<file path="config.mk">
export PLATFORM = sky130hd
export DESIGN_NAME = fp_addsub_prenorm
export DESIGN_NICKNAME = d
export VERILOG_FILES = /design/src/rtl/fp_prenorm_pkg.sv /design/src/rtl/fp_prenorm_unpack.sv /design/src/rtl/fp_prenorm_align.sv /design/src/rtl/fp_prenorm_ctrl.sv /design/src/rtl/fp_prenorm_dp.sv /design/src/rtl/fp_addsub_prenorm.sv
export SDC_FILE = /design/constraint.sdc
export NUM_CORES = 1
export LEC_CHECK = 0
export BUFFER_PORTS_ARGS = -buffer_cell sky130_fd_sc_hd__buf_2
export CAP_MARGIN = 20
export CORE_ASPECT_RATIO = 0.7
export CORE_UTILIZATION = 45
export DETAILED_ROUTE_END_ITERATION = 12
export PLACE_DENSITY_LB_ADDON = 0.3
export SLEW_MARGIN = 15
export SYNTH_ARGS = -nofsm -noshare
export SYNTH_HDL_FRONTEND = slang
export SYNTH_SLANG_ARGS = --single-unit
</file>
<file path="constraint.sdc">
create_clock -name clk -period 11.78 [get_ports clk]
set_input_delay 1.767 -clock clk [delete_from_list [all_inputs] [get_ports clk]]
set_output_delay 1.767 -clock clk [all_outputs]
set_load 0.01 [all_outputs]
</file>
<file path="src/rtl/fp_prenorm_pkg.sv">
package fp_prenorm_pkg;
  // Strobes issued by the control half to the datapath half.
  typedef struct packed {
    logic load;   // capture the current operands
    logic clear;  // drive all captured results to zero
  } prenormStrobe_t;
endpackage

</file>
<file path="src/rtl/fp_prenorm_unpack.sv">
module fp_prenorm_unpack #(
  parameter int EXP_W  = 8,
  parameter int FRAC_W = 23,
  parameter int GRS_W  = 3,
  localparam int WORD_W  = 1 + EXP_W + FRAC_W,
  localparam int ALIGN_W = 1 + FRAC_W + GRS_W
) (
  input  logic [WORD_W-1:0]  word,
  output logic               sign,
  output logic [EXP_W-1:0]   expEff,
  output logic [ALIGN_W-1:0] sig,
  output logic [WORD_W-2:0]  mag,
  output logic               isSnan,
  output logic               isQnan,
  output logic               isInf,
  output logic               isZero
);
  logic [EXP_W-1:0]  expField;
  logic [FRAC_W-1:0] frac;
  logic expMax, expMin, fracNz;

  always_comb begin
    sign     = word[WORD_W-1];
    expField = word[WORD_W-2 -: EXP_W];
    frac     = word[FRAC_W-1:0];
    mag      = word[WORD_W-2:0];
    expMax   = &expField;
    expMin   = ~|expField;
    fracNz   = |frac;
    // Denormals and zero use an effective exponent of one.
    expEff   = expMin ? EXP_W'(1) : expField;
    sig      = {~expMin, frac, {GRS_W{1'b0}}};
    isQnan   = expMax & frac[FRAC_W-1];
    isSnan   = expMax & fracNz & ~frac[FRAC_W-1];
    isInf    = expMax & ~fracNz;
    isZero   = expMin & ~fracNz;
  end
endmodule

</file>
<file path="src/rtl/fp_prenorm_align.sv">
module fp_prenorm_align #(
  parameter int ALIGN_W = 27,
  parameter int AMT_W   = 8,
  localparam int CNT_W  = $clog2(ALIGN_W + 1),
  localparam int WIDE_W = 2 * ALIGN_W
) (
  input  logic [ALIGN_W-1:0] sigIn,
  input  logic [AMT_W-1:0]   shAmt,
  output logic [ALIGN_W-1:0] sigOut
);
  logic [CNT_W-1:0]  amt;
  logic [WIDE_W-1:0] stage [CNT_W+1];

  // Any gap at or past the full width behaves like a shift of the full width.
  assign amt = (shAmt >= AMT_W'(ALIGN_W)) ? CNT_W'(ALIGN_W) : shAmt[CNT_W-1:0];

  // The lower half of the wide vector catches every bit shifted out.
  assign stage[0] = {sigIn, {ALIGN_W{1'b0}}};

  for (genvar s = 0; s < CNT_W; s++) begin : g_stage
    assign stage[s+1] = amt[s] ? (stage[s] >> (2 ** s)) : stage[s];
  end

  assign sigOut = {stage[CNT_W][WIDE_W-1:ALIGN_W+1],
                   stage[CNT_W][ALIGN_W] | (|stage[CNT_W][ALIGN_W-1:0])};
endmodule

</file>
<file path="src/rtl/fp_prenorm_ctrl.sv">
module fp_prenorm_ctrl
  import fp_prenorm_pkg::*;
(
  input  logic           clk,
  input  logic           rst_n,
  input  logic           inValid,
  output prenormStrobe_t strobes,
  output logic           outValid
);
  always_comb begin
    strobes.clear = ~rst_n;
    strobes.load  = rst_n & inValid;
  end

  always_ff @(posedge clk) begin
    if (!rst_n) outValid <= 1'b0;
    else        outValid <= inValid;
  end
endmodule

</file>
<file path="src/rtl/fp_prenorm_dp.sv">
module fp_prenorm_dp
  import fp_prenorm_pkg::*;
#(
  parameter int EXP_W  = 8,
  parameter int FRAC_W = 23,
  parameter int GRS_W  = 3,
  localparam int WORD_W  = 1 + EXP_W + FRAC_W,
  localparam int ALIGN_W = 1 + FRAC_W + GRS_W
) (
  input  logic               clk,
  input  prenormStrobe_t     strobes,
  input  logic [WORD_W-1:0]  opA,
  input  logic [WORD_W-1:0]  opB,
  input  logic               subReq,
  output logic [ALIGN_W-1:0] sigLarge,
  output logic [ALIGN_W-1:0] sigSmall,
  output logic [EXP_W-1:0]   expOut,
  output logic               effSub,
  output logic               signOut,
  output logic               snanIn,
  output logic               qnanIn,
  output logic               infA,
  output logic               infB,
  output logic               zeroA,
  output logic               zeroB
);
  // Lane 0 is operand A, lane 1 is operand B.
  logic               uSign   [2];
  logic [EXP_W-1:0]   uExp    [2];
  logic [ALIGN_W-1:0] uSig    [2];
  logic [WORD_W-2:0]  uMag    [2];
  logic               uSnan   [2];
  logic               uQnan   [2];
  logic               uInf    [2];
  logic               uZero   [2];

  for (genvar i = 0; i < 2; i++) begin : g_unpack
    fp_prenorm_unpack #(.EXP_W(EXP_W), .FRAC_W(FRAC_W), .GRS_W(GRS_W)) u_unpack (
      .word   ((i == 0) ? opA : opB),
      .sign   (uSign[i]),
      .expEff (uExp[i]),
      .sig    (uSig[i]),
      .mag    (uMag[i]),
      .isSnan (uSnan[i]),
      .isQnan (uQnan[i]),
      .isInf  (uInf[i]),
      .isZero (uZero[i])
    );
  end

  logic               swapB;
  logic [EXP_W-1:0]   expLarge, expGap;
  logic [ALIGN_W-1:0] sigBig, sigLittle, sigAligned;
  logic               effSubNext, signNext;

  always_comb begin
    // Ties stay on lane A so a subtract of equal values keeps A's sign.
    swapB      = uMag[1] > uMag[0];
    expLarge   = swapB ? uExp[1] : uExp[0];
    expGap     = swapB ? (uExp[1] - uExp[0]) : (uExp[0] - uExp[1]);
    sigBig     = swapB ? uSig[1] : uSig[0];
    sigLittle  = swapB ? uSig[0] : uSig[1];
    effSubNext = subReq ^ uSign[0] ^ uSign[1];
    signNext   = swapB ? (uSign[1] ^ subReq) : uSign[0];
  end

  fp_prenorm_align #(.ALIGN_W(ALIGN_W), .AMT_W(EXP_W)) u_align (
    .sigIn  (sigLittle),
    .shAmt  (expGap),
    .sigOut (sigAligned)
  );

  always_ff @(posedge clk) begin
    if (strobes.clear) begin
      sigLarge <= '0;
      sigSmall <= '0;
      expOut   <= '0;
      effSub   <= 1'b0;
      signOut  <= 1'b0;
      snanIn   <= 1'b0;
      qnanIn   <= 1'b0;
      infA     <= 1'b0;
      infB     <= 1'b0;
      zeroA    <= 1'b0;
      zeroB    <= 1'b0;
    end else if (strobes.load) begin
      sigLarge <= sigBig;
      sigSmall <= sigAligned;
      expOut   <= expLarge;
      effSub   <= effSubNext;
      signOut  <= signNext;
      snanIn   <= uSnan[0] | uSnan[1];
      qnanIn   <= uQnan[0] | uQnan[1];
      infA     <= uInf[0];
      infB     <= uInf[1];
      zeroA    <= uZero[0];
      zeroB    <= uZero[1];
    end
  end
endmodule

</file>
<file path="src/rtl/fp_addsub_prenorm.sv">
module fp_addsub_prenorm
  import fp_prenorm_pkg::*;
#(
  parameter int EXP_W  = 8,
  parameter int FRAC_W = 23,
  parameter int GRS_W  = 3,
  localparam int WORD_W  = 1 + EXP_W + FRAC_W,
  localparam int ALIGN_W = 1 + FRAC_W + GRS_W
) (
  input  logic               clk,
  input  logic               rst_n,
  input  logic               inValid,
  input  logic [WORD_W-1:0]  opA,
  input  logic [WORD_W-1:0]  opB,
  input  logic               subReq,
  output logic               outValid,
  output logic [ALIGN_W-1:0] sigLarge,
  output logic [ALIGN_W-1:0] sigSmall,
  output logic [EXP_W-1:0]   expOut,
  output logic               effSub,
  output logic               signOut,
  output logic               snanIn,
  output logic               qnanIn,
  output logic               infA,
  output logic               infB,
  output logic               zeroA,
  output logic               zeroB
);
  prenormStrobe_t strobes;

  fp_prenorm_ctrl u_ctrl (
    .clk      (clk),
    .rst_n    (rst_n),
    .inValid  (inValid),
    .strobes  (strobes),
    .outValid (outValid)
  );

  fp_prenorm_dp #(.EXP_W(EXP_W), .FRAC_W(FRAC_W), .GRS_W(GRS_W)) u_dp (
    .clk      (clk),
    .strobes  (strobes),
    .opA      (opA),
    .opB      (opB),
    .subReq   (subReq),
    .sigLarge (sigLarge),
    .sigSmall (sigSmall),
    .expOut   (expOut),
    .effSub   (effSub),
    .signOut  (signOut),
    .snanIn   (snanIn),
    .qnanIn   (qnanIn),
    .infA     (infA),
    .infB     (infB),
    .zeroA    (zeroA),
    .zeroB    (zeroB)
  );
endmodule

</file>
==> qor.csv <==
metric,value,unit
total track usage,28.8,%
crit start category,input pin,
Post-Synthesis Cells,899,
YS warnings,0,
minimum clock period,7.59,ns
top_reg_cell synth,dfxtp_1,
drt pass-1 iters,6,
Power Dens Cells,117,nW/µm²
largest registers,"u_dp.sigSmall (27), u_dp.sigLarge (24), u_dp.expOut (8)",
placed standard-cell area,7290,µm²
CP Data Required Time,12.01,ns
PnR Total Power,892,µW
async set-reset flop share out of synthesis,0,%
Final period util,64.4,%
IO Count,139,
Antenna Nets Post-Route,0,
Seq cells post-synth,68,
chip width,147,µm
global-route wire length before repair,35300,µm
initial antenna violation count,2,
RSZ-0062 raised after global routing,no,
cts repair resizes,0,
number of synthesized flops with an enable pin,0,
detailed placement HPWL,16900,µm
wire length on met3,2600,µm
area of the multi-input gates,4760,µm²
sequential share of the synthesized area,20.5,%
ant diodes,0,
metal2 WL,9140,µm
post-route cell area,7610,µm²
RD Place Congestion,0.988,
starting DRC count in detailed routing,793,
GRT overflow,0,
Site Rows,36,
core area,14200,µm²
via count,7458,
Least-Margin Pin Slew,0.893,ns
clock latency on the worst-skew pair,0.33,ns
TritonCTS Buffers,9,
largest cells by area after synthesis,"dfxtp_1, ha_1, nand2_1, o211ai_1, o211a_1",
nets,1097,
Setup crit end kind,flop,
Top reg by flops,u_dp.sigSmall,
Hold Crit Class,flop to flop,
final slew viol count,0,
Yosys top cell area share,20.5,%
area grow syn2layout,14.4,%
DRC,0,
Initial Util,46.9,%
die area,15300,µm²
clk sinks,68,
number of global-route vias before repair,6706,
CTS tree,yes,
vias per cell,6.33,
"Arr. time, crit path",7.81,ns
"area leader, netlist",dfxtp_1,
Avg WL per Cell,19.0,µm
Peak VDD IR,84.5,µV
Final setup viols,0,
Slew HR,40.5,%
CP Class,input pin to flop,
Lkg Pwr,0.00355,µW
postcts setup bufs,0,
number of buffers added on ports,135,
Avg Synthesized Cell Area,7.40,µm²
Max clock buf depth,2,
"Cell Area, Synth",6650,µm²
cts-stage hold buffer count,0,
FF/Latch Area,1360,µm²
Total Wirelength,22400,µm
DP Cell Count,1163,
outcome,completed,
pin count of the biggest net entering global routing,77,
Max Freq,0.132,GHz
layout cell share with drive strength beyond 1,19.8,%
final hold viol count,0,
worst-path fanout max,25,
H-tree levels,3,
Die H,104,µm
Cell variety after synth,81,
Clock Skews,0,ns
wire length on met1,10400,µm
"CTS clk-pin slew, worst paths",0.06,ns
Finished Layout Cells,1179,
number of max-cap violations,0,
clk root buf,clkbuf_16,
fill count,1426,
max FFs per register,27,
top layer in use,met5,
Total Neg Setup Slack,0,ns
R2R Setup Slk,10.86,ns
## worst paths after layout
path	from	endpoint	cells past startpoint
max	opB[25]	u_dp.sigSmall[0]	21
min	u_dp.sigSmall[20]	u_dp.sigSmall[20]	2
max reg2reg	u_dp.sigSmall[9]	u_dp.sigSmall[9]	2
min reg2reg	u_dp.sigSmall[20]	u_dp.sigSmall[20]	2
## Yosys cell counts (4+ instances only)
cell	n
a21boi_0	11
nand4_1	14
and2_1	13
nor4_1	13
inv_1	50
o211ai_1	48
buf_4	5
o211a_1	34
buf_1	7
o21a_1	15
nor3_1	16
clkbuf_1	42
o21ai_1	8
o22ai_1	9
dfxtp_1	68
nand2_1	116
or4_1	5
and3_1	4
o31ai_1	4
ha_1	45
nor2b_1	27
a21oi_1	55
a211oi_1	19
a222oi_1	5
nor2_1	59
mux2i_1	14
o21ai_0	43
o2bb2ai_1	4
buf_2	12
a22oi_1	19
buf_6	7
nand3_1	26
or2_2	5
## cell type report
| class | instances | area share (%) |
|---|---|---|
| clock inverters | 6 | 1.17 |
| inverters | 50 | 2.47 |
| clock buffers | 10 | 3.01 |
| multi-input cells | 710 | 62.5 |
| repair buffers | 145 | 9.86 |
| flip-flops and latches | 68 | 17.9 |
| well taps | 190 | 3.12 |
## cells by family after synthesis
| logic type | share of synthesized area, % |
|---|---|
| adders and majority gates | 8.61 |
| other | 0.0564 |
| and+or+nand+nor | 24.2 |
| DFF | 20.5 |
| muxes | 3.20 |
| AOI/OAI and AO/OA | 34.8 |
| buffers and inverters | 8.24 |
| xor gates and xnor gates | 0.395 |
## per-layer routing
metal	vias to the layer above	GRT usage (%)
met4	2	6.41
li1	3501	-
met2	413	41.0
met1	3506	42.5
met5	-	0
met3	36	7.44
## stage by stage
step	hold slack (ns)	util, %	setup WS, ns
after detailed placement	0.456	51.4	4.03
after global placement	0.448	51.4	4.24
final	0.459	53.7	4.19
after CTS	0.465	53.7	4.38
after global routing	0.496	53.7	3.80
after floorplan	0.485	-	5.26
## placed cells by master (no fill, tap or decap), types with 8 or more instances in the layout
| master | netlist | routed |
|---|---|---|
| o21a_1 | 15 | 15 |
| clkbuf_16 | 0 | 9 |
| nand4_1 | 14 | 14 |
| nor4_1 | 13 | 13 |
| ha_1 | 45 | 45 |
| o21ai_0 | 43 | 43 |
| nand2_1 | 116 | 115 |
| a21boi_0 | 11 | 11 |
| a22oi_1 | 19 | 19 |
| inv_1 | 50 | 50 |
| a21oi_1 | 55 | 55 |
| a211oi_1 | 19 | 19 |
| buf_2 | 12 | 135 |
| nor3_1 | 16 | 16 |
| o211ai_1 | 48 | 48 |
| mux2i_1 | 14 | 14 |
| o21ai_1 | 8 | 8 |
| o211a_1 | 34 | 34 |
| buf_4 | 5 | 10 |
| and2_1 | 13 | 13 |
| nand3_1 | 26 | 26 |
| dfxtp_1 | 68 | 68 |
| nor2_1 | 59 | 58 |
| nor2b_1 | 27 | 27 |
| o22ai_1 | 9 | 9 |
## worst max-delay path, cell delays in order
cell and delay [ns]:
buf_2 0.14, or4_1 0.52, nor2_1 0.28, nor2_1 0.13, inv_1 0.08, ha_1 0.18, a21boi_0 0.11, o21ai_0 0.35
a211oi_1 0.13, a211o_1 0.30, or4_1 0.40, nand4b_1 0.13, o211a_1 0.71, nand2_1 0.72, nor3_1 0.34, a32oi_1 0.09
o221ai_1 0.16, nand4_1 0.11, or4_1 0.47, or4_1 0.47, o21a_1 0.21
## where the power goes
group	internal, µW	total [µW]	switching (µW)
Clock	186	297	111
Sequential	242	248	5.97
Combinational	120	348	228
No activity file was read; power rests on OpenSTA's default activity.
